$ cat src/rtl/bmc_pkg.sv
package bmc_pkg;
    typedef enum logic {
        KIND_DATA = 1'b0,
        KIND_SIZE = 1'b1
    } cmp_kind_e;

    typedef enum logic [1:0] {
        ST_OFF   = 2'd0,
        ST_WATCH = 2'd1,
        ST_HIT   = 2'd2
    } cmp_state_e;
endpackage

$ cat src/rtl/bmc_attr_cmp.sv
module bmc_attr_cmp #(
    parameter int ADDR_W = 23
) (
    input  logic [ADDR_W-1:0] bus_addr,
    input  logic [ADDR_W-1:0] ref_addr,
    input  logic              bus_rd,
    input  logic              ref_rd,
    input  logic              dir_en,
    output logic              ok
);
    logic addr_same;
    logic dir_ok;

    always_comb begin
        addr_same = (bus_addr == ref_addr);
        dir_ok    = !dir_en || (bus_rd == ref_rd);
        ok        = addr_same && dir_ok;
    end
endmodule

$ cat src/rtl/bmc_data_cmp.sv
module bmc_data_cmp #(
    parameter int DATA_W = 16
) (
    input  logic [DATA_W-1:0] bus_data,
    input  logic [DATA_W-1:0] ref_data,
    input  logic [DATA_W-1:0] mask,
    input  logic              invert,
    input  logic              bypass,
    output logic              ok
);
    logic [DATA_W-1:0] diff_bits;
    logic              any_diff;

    always_comb begin
        diff_bits = (bus_data ^ ref_data) & mask;
        any_diff  = |diff_bits;
        if (bypass) ok = 1'b1;
        else if (invert) ok = any_diff;
        else ok = !any_diff;
    end
endmodule

$ cat src/rtl/bmc_size_cmp.sv
module bmc_size_cmp (
    input  logic bus_word,
    input  logic want_word,
    input  logic size_en,
    input  logic bypass,
    output logic ok
);
    always_comb begin
        ok = bypass || !size_en || (bus_word == want_word);
    end
endmodule

$ cat src/rtl/bus_match_cmp.sv
module bus_match_cmp
    import bmc_pkg::*;
#(
    parameter int        ADDR_W = 23,
    parameter int        DATA_W = 16,
    parameter cmp_kind_e KIND   = KIND_DATA
) (
    input  logic              clk,
    input  logic              rst_n,
    input  logic              bus_valid,
    input  logic [ADDR_W-1:0] bus_addr,
    input  logic [DATA_W-1:0] bus_data,
    input  logic              bus_rd,
    input  logic              bus_word,
    input  logic              cfg_en,
    input  logic              cfg_tag,
    input  logic              cfg_rwe,
    input  logic              cfg_rd,
    input  logic              cfg_invert,
    input  logic              cfg_size_en,
    input  logic              cfg_size_word,
    input  logic [ADDR_W-1:0] cfg_addr,
    input  logic [DATA_W-1:0] cfg_data,
    input  logic [DATA_W-1:0] cfg_mask,
    output logic              match_o
);
    cmp_state_e state_q, state_d;
    logic attr_ok;
    logic kind_ok;
    logic hit;

    bmc_attr_cmp #(.ADDR_W(ADDR_W)) u_attr (
        .bus_addr (bus_addr),
        .ref_addr (cfg_addr),
        .bus_rd   (bus_rd),
        .ref_rd   (cfg_rd),
        .dir_en   (cfg_rwe),
        .ok       (attr_ok)
    );

    generate
        if (KIND == KIND_DATA) begin : g_data
            bmc_data_cmp #(.DATA_W(DATA_W)) u_data (
                .bus_data (bus_data),
                .ref_data (cfg_data),
                .mask     (cfg_mask),
                .invert   (cfg_invert),
                .bypass   (cfg_tag),
                .ok       (kind_ok)
            );

            assert_masked_inequality_R5: assert property (@(posedge clk) disable iff (!rst_n)
                (cfg_invert && !cfg_tag && (cfg_mask == '0)) |=> !match_o);
        end else begin : g_size
            bmc_size_cmp u_size (
                .bus_word  (bus_word),
                .want_word (cfg_size_word),
                .size_en   (cfg_size_en),
                .bypass    (cfg_tag),
                .ok        (kind_ok)
            );

            assert_size_required_R7: assert property (@(posedge clk) disable iff (!rst_n)
                (cfg_size_en && !cfg_tag && (bus_word != cfg_size_word)) |=> !match_o);
        end
    endgenerate

    assign hit = bus_valid && attr_ok && kind_ok;

    always_comb begin
        state_d = state_q;
        unique case (state_q)
            ST_OFF, ST_WATCH, ST_HIT: begin
                if (!cfg_en) state_d = ST_OFF;
                else if (hit) state_d = ST_HIT;
                else state_d = ST_WATCH;
            end
            default: state_d = ST_OFF;
        endcase
    end

    always_ff @(posedge clk or negedge rst_n) begin
        if (!rst_n) state_q <= ST_OFF;
        else state_q <= state_d;
    end

    always_comb begin
        match_o = (state_q == ST_HIT);
    end

    assert_needs_valid_R1: assert property (@(posedge clk) disable iff (!rst_n)
        !bus_valid |=> !match_o);
    assert_addr_required_R2: assert property (@(posedge clk) disable iff (!rst_n)
        (bus_addr != cfg_addr) |=> !match_o);
    assert_dir_required_R3: assert property (@(posedge clk) disable iff (!rst_n)
        (cfg_rwe && (bus_rd != cfg_rd)) |=> !match_o);
    assert_off_silent_R9: assert property (@(posedge clk) disable iff (!rst_n)
        !cfg_en |=> !match_o);
    assert_legal_state_R1: assert property (@(posedge clk) disable iff (!rst_n)
        state_q != 2'd3);
endmodule

$ cat config.mk
export PLATFORM = sky130hd
export DESIGN_NAME = bus_match_cmp
export DESIGN_NICKNAME = d
export VERILOG_FILES = /design/src/rtl/bmc_pkg.sv /design/src/rtl/bmc_attr_cmp.sv /design/src/rtl/bmc_data_cmp.sv /design/src/rtl/bmc_size_cmp.sv /design/src/rtl/bus_match_cmp.sv
export SDC_FILE = /design/constraint.sdc
export NUM_CORES = 1
export LEC_CHECK = 0
export BUFFER_PORTS_ARGS = -buffer_cell sky130_fd_sc_hd__clkbuf_2
export CORE_MARGIN = 10
export CORE_UTILIZATION = 29
export DETAILED_ROUTE_END_ITERATION = 8
export HOLD_SLACK_MARGIN = 0.08
export PLACE_DENSITY_LB_ADDON = 0.3
export SLEW_MARGIN = 40
export SYNTH_ARGS = -nofsm -noshare
export SYNTH_HDL_FRONTEND = slang
export SYNTH_SLANG_ARGS = --single-unit
$ cat constraint.sdc
create_clock -name clk -period 3.3 [get_ports clk]
set_input_delay 0.66 -clock clk [delete_from_list [all_inputs] [get_ports clk]]
set_output_delay 0.66 -clock clk [all_outputs]
set_load 0.005 [all_outputs]
* After elaboration in Yosys (flattened, before gate mapping)
Cells that the tools add are included.
Word-level totals: logic and storage cells 21, bits in registers 2
Cells by class: bitwise gates (word level) 2, muxes and demuxes 5, reduce and logical (&&, ||, !) cells 9, eq/ne operators 4
Operators by type and width (count):
- equality test 23 bit | 1
- bitwise AND 16 bit | 1
- OR reduction 16 bit | 1
- bitwise XOR 16 bit | 1
- 2-to-1 mux 2 bit | 3
- logical AND 1 bit | 3
- OR reduction 3 bit | 1
- equality test 2 x 1 -> 1 bit (second input constant) | 1
- equality test 2 bit (second input constant) | 1
- zero test 1 bit | 2
- zero test 2 bit | 1
- 2-to-1 mux 1 bit | 2
- equality test 1 bit | 1
- logical OR 1 bit | 1

* Logic depth before layout (Yosys ltp)
Gate-level depths: netlist (run 1).
word-level depth 10, depth in mapped cells 5, gate-level depth less buffers 5

* Cells and area by module
From an unflattened synthesis (run 1), not the netlist that was laid out.
Second synthesis, totals: cell total of the unflattened synthesis 69, area total of the unflattened synthesis 583.1 µm²
By module, submodules not included:
- bmc_attr_cmp | area an instance 269.0 µm², cells each 33, instances 1
- bmc_data_cmp | area an instance 231.5 µm², cells each 29, instances 1
- bus_match_cmp | area an instance 82.6 µm², cells each 7, instances 1

* Least setup slack after synthesis (run 1)
No wires, ideal clock.
path kind input -> register, from input port cfg_data[14], to register state_q[0], cell stages on the path 5, path slack 1.513 ns, library setup time 0.070 ns, data required time 3.230 ns, arrival 1.717 ns, cells stage by stage xor2_1 > a22oi_1 > nand4_1 > or4_1 > nand3b_1
Between the ends: longest elaborated chain between the ends 10
RTL lines:
- start: declaration | line bus_match_cmp.sv:23 | input logic [DATA_W-1:0] cfg_data,
- bitwise XOR 16 bit (*) | line bmc_data_cmp.sv:15 | diff_bits = (bus_data ^ ref_data) & mask;
- bitwise AND 16 bit (*) | line bmc_data_cmp.sv:15
- OR reduction 16 bit (*) | line bmc_data_cmp.sv:16 | any_diff = |diff_bits;
- zero test 1 bit | line bmc_data_cmp.sv:19 | else ok = !any_diff;
- 2-to-1 mux 1 bit (*) | line bmc_data_cmp.sv:18 | else if (invert) ok = any_diff;
- 2-to-1 mux 1 bit (*) | line bmc_data_cmp.sv:17 | if (bypass) ok = 1'b1;
- logical AND 1 bit (*) | line bus_match_cmp.sv:68 | assign hit = bus_valid && attr_ok && kind_ok;
- 2-to-1 mux 2 bit (*) | line bus_match_cmp.sv:75 | else if (hit) state_d = ST_HIT;
- 2-to-1 mux 2 bit (*) | line bus_match_cmp.sv:74 | if (!cfg_en) state_d = ST_OFF;
- 2-to-1 mux 2 bit (*) | line bus_match_cmp.sv:72 | unique case (state_q)
- named net state_d[0] | line bus_match_cmp.sv:27 | cmp_state_e state_q, state_d;
- end signal: assignment | line bus_match_cmp.sv:84 | else state_q <= state_d;
- end: declaration | line bus_match_cmp.sv:27
The timed path passes the listed nets; every way through them passes the cells marked *.

* Final worst setup path (run 1)
from input port cfg_data[15], to register state_q[0]
Same word-level chain as after synthesis.

==> flow_summary_export.csv, run 1 <==
group,metric,value,unit
global_route,grt_pass1_wl,4347,um
sta,worst_pin_slew,0.3566,ns
placement,dp_hpwl,2797,um
cells_and_area,utilization,59.47,%
sta,rsz0062_at_grt,"no",
synthesis,ys_seq_area_share,8.247,%
global_route,grtUsageTotal,12.32,%
floorplan,initial_core_util,30.62,%
setup_path,worstPathRequired,3.46,ns
power,leakage,0.6448,nW
global_route,grt-ovfl-total,0,
cells_and_area,area.growth.synth_to_final,94.23,%
cells_and_area,drive_gt1_share,59.44,%
floorplan,ios,107,
synthesis,yosys_warnings,0,
setup_path,worstReg2RegStart,"state_q[1]",
power,p_per_area,174.8,nW/um^2
sta,fin_skew,0.001313,ns
setup_path,crit_type,"in2reg",
drt,dr.pass1.iters,2,
global_route,first_global_vias,1133,
status,outcome,"finished clean",
setup_path,cp-startpoint,"cfg_data[15]",
clock_tree,cts_resized,0,
clock_tree,clock_sinks,2,
sta,maxSlewViolCount,0,
sta,setup-tns-final,0,ns
job,cap_violations,0,
placement,place.gp.congestion,0.8227,
floorplan,die_area,4322,um^2
floorplan,core,1982,um^2
clock_tree,htree_levels,1,
clock_tree,hold_buffers,0,
synthesis,ys_ff_latch,2,
sta,fin_crit,1.778,ns
clock_tree,cts_tree,"done",
synthesis,synthesis.instances,74,
synthesis,ys_types,17,
drt,antenna_left,0,
sta,setup-violations-final,0,
power,peakVddDrop,109.9,uV
drt,drtIter0Drc,11,
synthesis,yosysTopAreaCell,"xnor2_1",
clock_tree,numCtsBuffers,3,
cells_and_area,final_nets,288,
sta,finalCritPeriodShare,53.87,%
drt,wl_per_cell,13.80,um
synthesis,syn_avg_cell_area,8.200,um^2
sta,hold_viol,0,
floorplan,die_w,65.75,um
setup_path,start_kind,"input pin",
synthesis,synthTopCellsByArea,"xnor2_1 30%, xor2_1 27%, a22oi_1 9.9%",
clock_tree,clockBufferDepth,2,
setup_path,reg2reg_to,"state_q[0]",
synthesis,syn_area,606.8,um^2
clock_tree,cts-root-buf,"clkbuf_4",
clock_tree,clk_pin_slew_worst_paths,0.03,ns
sta,relSlewSlack,76.01,%
cells_and_area,antennaDiodeCount,0,
clock_tree,clock_latency,0.23,ns
cells_and_area,largest_register_ffs,2,
setup_path,endpoint_kind,"flip-flop",
cells_and_area,regMostFlops,"state_q",
floorplan,row_count,16,
drt,wl,2857,um
synthesis,synth.top_cell.area_share,30.31,%
power,total_power,206.0,uW
setup_path,reg2regPathDepth,4,
setup_path,path_max_fanout,4,
setup_path,r2r_setup_slack,2.06,ns
cells_and_area,top_regs,"state_q (2)",
global_route,grt_antenna_before_repair,0,
sta,fmax,562.5,MHz
clock_tree,post_cts_buffers,0,
placement,io_buffers,103,
setup_path,crit_arrival,1.93,ns
synthesis,synthesis.nets,180,
drt,detail_route.vias_per_cell,4.570,
worst_hold_path,min_path_type,"in2async",
drt,drc,0,
global_route,grt_max_degree,5,
drt,route.vias.total,946,
floorplan,die_y,65.75,um
==> critical path, stage by stage <==
cell and delay, ns:
clkbuf_2 0.09, xor2_1 0.15, a22oi_1 0.22, nand4_1 0.21, or4_1 0.51, nand3b_1 0.10
==> synth_stat cells <==
| master | count |
|---|---|
| xnor2_1 | 21 |
| xor2_1 | 19 |
| nor4_1 | 1 |
| nor2b_1 | 1 |
| a22oi_1 | 8 |
| or2b_2 | 1 |
| a21oi_1 | 1 |
| nor2_1 | 1 |
| nand3b_1 | 1 |
| or4_1 | 1 |
| o21a_1 | 1 |
| a211o_1 | 1 |
| nand2_1 | 3 |
| nand4_1 | 8 |
| nor3_1 | 3 |
| dfrtp_1 | 2 |
| o2111ai_1 | 1 |
==> worst max-delay path by stage <==
stage / to / slack [ns]
6_report: state_q[0] / 1.52
5_1_grt: state_q[0] / 1.46
4_1_cts: state_q[0] / 1.50
3_5_place_dp: state_q[0] / 1.28
3_3_place_gp: state_q[0] / 1.33
2_1_floorplan: state_q[0] / 1.51
==> metal layers <==
layer | share of wire (%) | GRT usage (%) | vias to the layer above
li1 | - | - | 486
met1 | 30 | 9.714 | 396
met2 | 55 | 25.00 | 58
met3 | 13 | 5.763 | 6
met4 | 1.6 | 4.545 | 0
met5 | 0 | 0 | -
==> cells by family after synthesis <==
| group | Yosys count | synth area share, % |
|---|---|---|
| xor+xnor | 40 | 57.73 |
| simple gates | 20 | 19.18 |
| flops | 2 | 8.248 |
| compound gates | 12 | 14.85 |
==> final cells by class <==
cell class | instances | area (um^2)
Clock buffer | 3 | 22.52
Fill cell | 196 | 803.3
Multi-Input combinational cell | 72 | 556.8
Sequential cell | 2 | 50.05
Tap cell | 27 | 33.78
Timing Repair Buffer | 103 | 515.5
==> placed cells by master, fill, tap and decap left out <==
| cell type | instances |
|---|---|
| o2111ai_1 | 1 |
| o21a_1 | 1 |
| nor4_1 | 1 |
| a22oi_1 | 8 |
| nand2_1 | 3 |
| nand3b_1 | 1 |
| or4_1 | 1 |
| nand4_1 | 8 |
| dfrtp_1 | 2 |
| a211o_1 | 1 |
| nor2_1 | 1 |
| xor2_1 | 19 |
| nor3_1 | 3 |
| a21oi_1 | 1 |
| xnor2_1 | 21 |
| nor2b_1 | 1 |
| clkbuf_4 | 3 |
| clkbuf_2 | 103 |
| or2b_2 | 1 |
==> power by group <==
part	internal (mW)	switching, mW
sequential	0.0255	0.000351
combinational	0.0787	0.0471
clock	0.0401	0.0143
total	0.144	0.0617
==> per-stage QoR <==
stage                     instance area [um^2]  hold slack (ns)  cells  worst slack (ns)
final                                     1179           0.2132    207             1.522
after global placement                    1156           0.4446    204             1.332
after floorplan                          606.8           0.3644     74             1.513
after global routing                      1179           0.2089    207             1.463
after detailed placement                  1156           0.4478    204             1.277
after CTS                                 1179           0.2084    207             1.505
(Power assumes the default switching activity.)
==> run 2, diff against run 1 <==
- ABC_AREA: unset -> 1
- clock period: 3.3 -> 1.5 ns (I/O delays scaled with it)
==> run 2 against run 1 <==
Net effect:
- clock power grew 120%
- die area grew 25%
- global-route usage shrank 1.9 points
- area after synthesis grew 36%
- critical path depth shrank 4
- power grew 130%
- worst hold slack gained 0.12 ns
- cell count grew 55%
- critical endpoint is now match_o
- non-clock buffer count grew 1
- sequential power grew 120%
- wire length grew 11%
- setup slack lost 1.1 ns
==> flow_summary_export.csv, run 2 <==
group,metric,value,unit
setup_path,slowest_stage,"dfrtp_1",
power,sw_frac_of_total,34.16,%
floorplan,ios,107,
cells_and_area,antennaDiodeCount,0,
floorplan,initial_core_util,30.30,%
drt,antenna_left,0,
placement,place.gp.congestion,0.6964,
global_route,first_global_vias,1161,
cells_and_area,drive_gt1_share,40.48,%
synthesis,netlist_top_cells_count,"68 x nand2_1, 41 x nor2_1, 34 x inv_1",
power,leakage,0.9682,nW
floorplan,die_y,73.45,um
placement,dp.cells,316,
synthesis,syn_avg_cell_area,4.551,um^2
drt,wl_per_cell,9.884,um
floorplan,die_area,5394,um^2
synthesis,synth-compound-area-share,5.438,%
drt,drc,0,
synthesis,syn_area,828.3,um^2
synthesis,synth_top_flop_cell,"dfrtp_1",
sta,hold_viol,0,
synthesis,synthesis.nets,288,
synthesis,synthXorXnorAreaFrac,7.402,%
synthesis,ys_types,17,
synthesis,synth_mux_area_share,0,%
cells_and_area,final_common_cell,"clkbuf_2",
power,pwr-share-seq,12.0,%
synthesis,synth_top_family_by_area,"simple AND/OR/NAND/NOR gates",
sta,worst_pin_slew,0.2046,ns
power,intPower,311.3,uW
synthesis,post-synth-top-count-cell,"nand2_1",
cells_and_area,top_regs,"state_q (2)",
synthesis,synth.top_cell.area_share,30.82,%
power,p_per_area,334.1,nW/um^2
global_route,grt_pass1_wl,4740,um
clock_tree,clock_latency,0.23,ns
setup_path,path_cells,"nor2_1 -> clkbuf_2",
floorplan,core,2734,um^2
synthesis,yosys_warnings,0,
clock_tree,cts_tree,"done",
synthesis,synthAdderAreaFrac,0,%
synthesis,ys_ff_latch,2,
synthesis,synthTopCellsByArea,"nand2_1 31%, nor2_1 19%, inv_1 15%",
power,peakVddDrop,286.0,uV
sta,setup-violations-final,0,
synthesis,ys_seq_area_share,6.042,%
cells_and_area,final_nets,397,
clock_tree,numCtsBuffers,3,
cells_and_area,largest_register_ffs,2,
sta,setup_ws,0.3828,ns
global_route,grt-ovfl-total,0,
floorplan,die_w,73.45,um
global_route,grt_antenna_before_repair,0,
synthesis,synth-edff-count,0,
cells_and_area,final_cell_mix,"103 x clkbuf_2, 68 x nand2_1, 41 x nor2_1",
setup_path,crit_type,"reg2out",
synthesis,synth-simple-area-share,65.71,%
clock_tree,clockBufferDepth,2,
synthesis,yosysTopAreaCell,"nand2_1",
clock_tree,cts-root-buf,"clkbuf_4",
drt,detail_route.vias_per_cell,4.066,
power,power.share.combinational,62.7,%
sta,maxSlewViolCount,0,
synthesis,async_reset_ff_share,100.0,%
clock_tree,clk_pin_slew_worst_paths,0.03,ns
status,outcome,"finished clean",
sta,finalCritPeriodShare,74.48,%
cells_and_area,regMostFlops,"state_q",
setup_path,worstPathRequired,1.20,ns
clock_tree,clock_sinks,2,
sta,fin_crit,1.117,ns
setup_path,path_max_fanout,2,
sta,rsz0062_at_grt,"no",
placement,dp_hpwl,3096,um
setup_path,max_stage_delay,0.37,ns
job,cap_violations,0,
placement,io_buffers,103,
placement,place_ws,0.1743,ns
sta,fin_skew,0.004819,ns
drt,route.vias.total,1301,
cells_and_area,area.growth.synth_to_final,70.85,%
floorplan,row_count,19,
clock_tree,htree_levels,1,
power,net-switching-power,161.5,uW
sta,fmax,895.1,MHz
global_route,grt_max_degree,3,
drt,drtIter0Drc,33,
synthesis,synthesis.instances,182,
power,clockPowerShare,25.3,%
sta,relSlewSlack,86.36,%
drt,dr.pass1.iters,4,
drt,wl,3163,um
setup_path,endpoint_kind,"primary output",
setup_path,crit_arrival,0.82,ns
global_route,grtUsageTotal,10.46,%
sta,setup-tns-final,0,ns
worst_hold_path,min_path_type,"in2reg",
setup_path,start_kind,"flip-flop",
cells_and_area,fin_cells,320,
-- run 2: changes by cell type after synthesis, sizes merged, moves of 2 or more --
cell	delta
a22oi	-8
inv	+34
nand2	+65
nand3	+6
nand4	-3
nor2	+43
nor3	-2
o21ai	+2
or2	+8
xnor2	-17
xor2	-16
-- run 2: layer usage --
metal	vias up	GRT usage (%)	routed length, um
met4	0	1.863	10
li1	760	-	-
met5	-	0	0
met1	493	9.695	1071
met2	46	19.70	1682
met3	2	5.653	398
-- run 2: logic make-up (layout without fill, tap and decap cells) --
group	after synthesis	count (layout)
DFF	2	2
xor gates and xnor gates	7	7
AOI/OAI and AO/OA	7	7
buffers and inverters	34	141
and+or+nand+nor	132	132
-- run 2: stage by stage --
| step | area (um^2) | util [%] | total power, mW | hold slack, ns |
|---|---|---|---|---|
| after floorplan | 828.3 | - | 0.1933 | 0.004409 |
| after global placement | 1383 | 50.57 | 0.3488 | 0.08543 |
| after detailed placement | 1383 | 50.57 | 0.3547 | 0.09040 |
| after CTS | 1415 | 51.76 | 0.4822 | 0.3268 |
| after global routing | 1415 | 51.76 | 0.5230 | 0.3644 |
| final | 1415 | 51.76 | 0.4728 | 0.3353 |
-- run 2: cell type report --
cell class                      count  area [um^2]
Fill cell                         334         1319
Multi-Input combinational cell    146        650.6
Timing Repair Buffer              104        525.5
Inverter                           34        127.6
Sequential cell                     2        50.05
Tap cell                           31        38.79
Clock buffer                        3        22.52
-- run 2: critical path, delay by kind of cell (launching register included) --
family | cells | cell delay (ns)
buf+inv | 1 | 0.12
flops | 1 | 0.37
simple gates | 1 | 0.10
-- run 2: worst paths after layout --
path                             from         end  slack (ns)  depth (start not counted)
hold reg to reg            state_q[1]  state_q[1]        0.55                          3
max in group asynchronous       rst_n  state_q[1]        1.00                          2
setup / recovery           state_q[0]     match_o        0.38                          2
min in group asynchronous       rst_n  state_q[0]        0.39                          2
hold / removal                 cfg_en  state_q[1]        0.34                          3
setup reg to reg           state_q[0]  state_q[0]        0.79                          3
-- run 2: repair_timing --
| item | 4_1_cts | 5_1_grt |
|---|---|---|
| hold buffers | 1 | 0 |
| gates resized for setup | 0 | 0 |
| hold endpoints to repair | 2 | 0 |
| setup buffers | 0 | 0 |
-- run 2: power by group through the flow --
stage               Combinational, mW  Sequential (mW)  Clock (mW)
floorplan                       0.136           0.0569           0
global placement                0.292           0.0569           0
detailed placement              0.298           0.0571           0
CTS                             0.301           0.0566       0.125
global route                    0.341           0.0566       0.125
finish                          0.297           0.0565       0.120
==> run 3, diff against run 2 <==
- clock period: 1.5 -> 0.9 ns (I/O delays scaled with it)
==> run 3 against run 2 <==
Net effect:
- largest power group unchanged
- core utilization is 7.7 points higher
- sequential power increased by 67%
- cell count unchanged
- the flow now finishes with violations (negative setup slack)
- sequential share of layout area shrank 0.46 points
- via count rose by 4.8%
==> flow_summary_export.csv, run 3 (synthesis gave the netlist of run 2 again) <==
group,metric,value,unit
status,outcome,"finished with violations",
status,violations,"negative setup slack",
sta,worst_pin_slew,0.2212,ns
sta,fmax,1032,MHz
sta,relSlewSlack,85.25,%
clock_tree,cts_tree,"done",
sta,rsz0062_at_grt,"yes",
drt,route.vias.total,1363,
floorplan,core,2734,um^2
power,leakage,1.011,nW
placement,io_buffers,103,
setup_path,crit_type,"reg2out",
worst_hold_path,worstHoldStart,"cfg_en",
floorplan,ios,107,
setup_path,start_kind,"flip-flop",
drt,antenna_left,0,
drt,drtIter0Drc,15,
sta,setup_ws,-0.06927,ns
setup_path,crit_arrival,0.79,ns
cells_and_area,final_common_cell,"clkbuf_2",
power,p_per_area,550.4,nW/um^2
setup_path,path_max_fanout,2,
clock_tree,clockBufferDepth,2,
floorplan,die_w,73.45,um
setup_path,worstReg2RegStart,"state_q[1]",
global_route,grt-ovfl-total,0,
cells_and_area,final_nets,397,
cells_and_area,final_area,1625,um^2
floorplan,initial_core_util,30.30,%
placement,dp_hpwl,3191,um
cells_and_area,multi_input_area,726.9,um^2
floorplan,row_count,19,
cells_and_area,register_area,50.05,um^2
cells_and_area,regMostFlops,"state_q",
sta,setup-violations-final,3,
drt,wl,3589,um
sta,hold_viol,0,
clock_tree,htree_levels,1,
drt,detail_route.vias_per_cell,4.259,
worst_hold_path,min_path_type,"in2reg",
setup_path,worstPathRequired,0.72,ns
clock_tree,post_cts_buffers,0,
clock_tree,clock_latency,0.22,ns
floorplan,die_y,73.45,um
drt,dr.pass1.iters,2,
drt,drc,0,
sta,whs,0.2217,ns
global_route,grt_pass1_wl,5423,um
cells_and_area,top_regs,"state_q (2)",
clock_tree,clk_pin_slew_worst_paths,0.03,ns
sta,maxSlewViolCount,0,
floorplan,die_area,5394,um^2
job,cap_violations,0,
global_route,grt_max_degree,3,
worst_hold_path,min_to,"state_q[1]",
setup_path,r2r_setup_slack,0.22,ns
drt,wl_per_cell,11.22,um
setup_path,reg2regPathDepth,3,
setup_path,reg2reg_to,"state_q[0]",
global_route,grtUsageTotal,12.03,%
clock_tree,clock_sinks,2,
clock_tree,cts-root-buf,"clkbuf_4",
cells_and_area,final_cell_mix,"82 x clkbuf_2, 60 x nand2_1, 32 x nor2_1",
global_route,grt_antenna_before_repair,0,
sta,fin_crit,0.9693,ns
clock_tree,numCtsBuffers,3,
placement,place.gp.congestion,0.7364,
worst_hold_path,min_delay_path_depth,3,
cells_and_area,drive_gt1_share,49.48,%
cells_and_area,antennaDiodeCount,0,
power,peakVddDrop,332.0,uV
cells_and_area,largest_register_ffs,2,
sta,fin_skew,0.001123,ns
global_route,first_global_vias,1385,
placement,placed_area,1415,um^2
cells_and_area,area.growth.synth_to_final,96.22,%
sta,setup-tns-final,-0.1413,ns
sta,finalCritPeriodShare,107.7,%
cells_and_area,fill_cells,291,
setup_path,endpoint_kind,"primary output",
-- run 3: worst max path at each step --
| stage | start | end | slack [ns] | cells past startpoint |
|---|---|---|---|---|
| CTS | state_q[1] | match_o | -0.1 | 3 |
| global route | cfg_data[10] | state_q[1] | -0.17 | 14 |
| finish | state_q[1] | match_o | -0.07 | 3 |
| global placement | bus_data[15] | state_q[1] | -0.27 | 13 |
| detailed placement | bus_data[15] | state_q[0] | -0.29 | 11 |
| floorplan | cfg_addr[11] | state_q[1] | -0.04 | 10 |
-- run 3: where the power goes --
part           total [mW]  switching, mW  internal [mW]
Sequential         0.0942        0.00124         0.0929
Clock               0.196         0.0488          0.147
Combinational       0.605          0.256          0.349
Total               0.895          0.306          0.589
-- run 3: metrics by stage --
step,power (mW),util [%],cells,setup slack [ns]
floorplan,0.3303,-,182,-0.03514
global placement,0.6070,51.76,316,-0.2661
detailed placement,0.6152,51.76,316,-0.2874
CTS,0.8443,54.46,320,-0.09782
global route,0.9847,59.45,320,-0.1725
finish,0.8945,59.45,320,-0.06927
-- run 3: worst max-delay path, cell delays in order (launching register included) --
cell	delay, ns
dfrtp_1	0.33
inv_1	0.04
nor2_1	0.08
buf_2	0.11
-- run 3: per-layer routing --
layer | global-route usage, % | vias up | share of wire [%]
met1 | 11.38 | 538 | 34
met5 | 0 | - | 0
met4 | 3.727 | 0 | 0.75
met3 | 7.806 | 2 | 17
met2 | 20.74 | 68 | 49
li1 | - | 755 | -
-- run 3: final cells by class --
| cell class | instances | area share (%) |
|---|---|---|
| multi-input cells | 146 | 44.73 |
| repair buffers | 104 | 40.42 |
| inverters | 34 | 8.006 |
| flip-flops and latches | 2 | 3.079 |
| well taps | 31 | 2.386 |
| clock buffers | 3 | 1.386 |
-- run 3: what timing repair did --
item,4_1_cts,5_1_grt
endpoints found under the setup margin,3,3
resized for setup,7,40
pin swaps,4,35
hold buffers,1,0
endpoints found under the hold margin,2,0
gates cloned,0,0
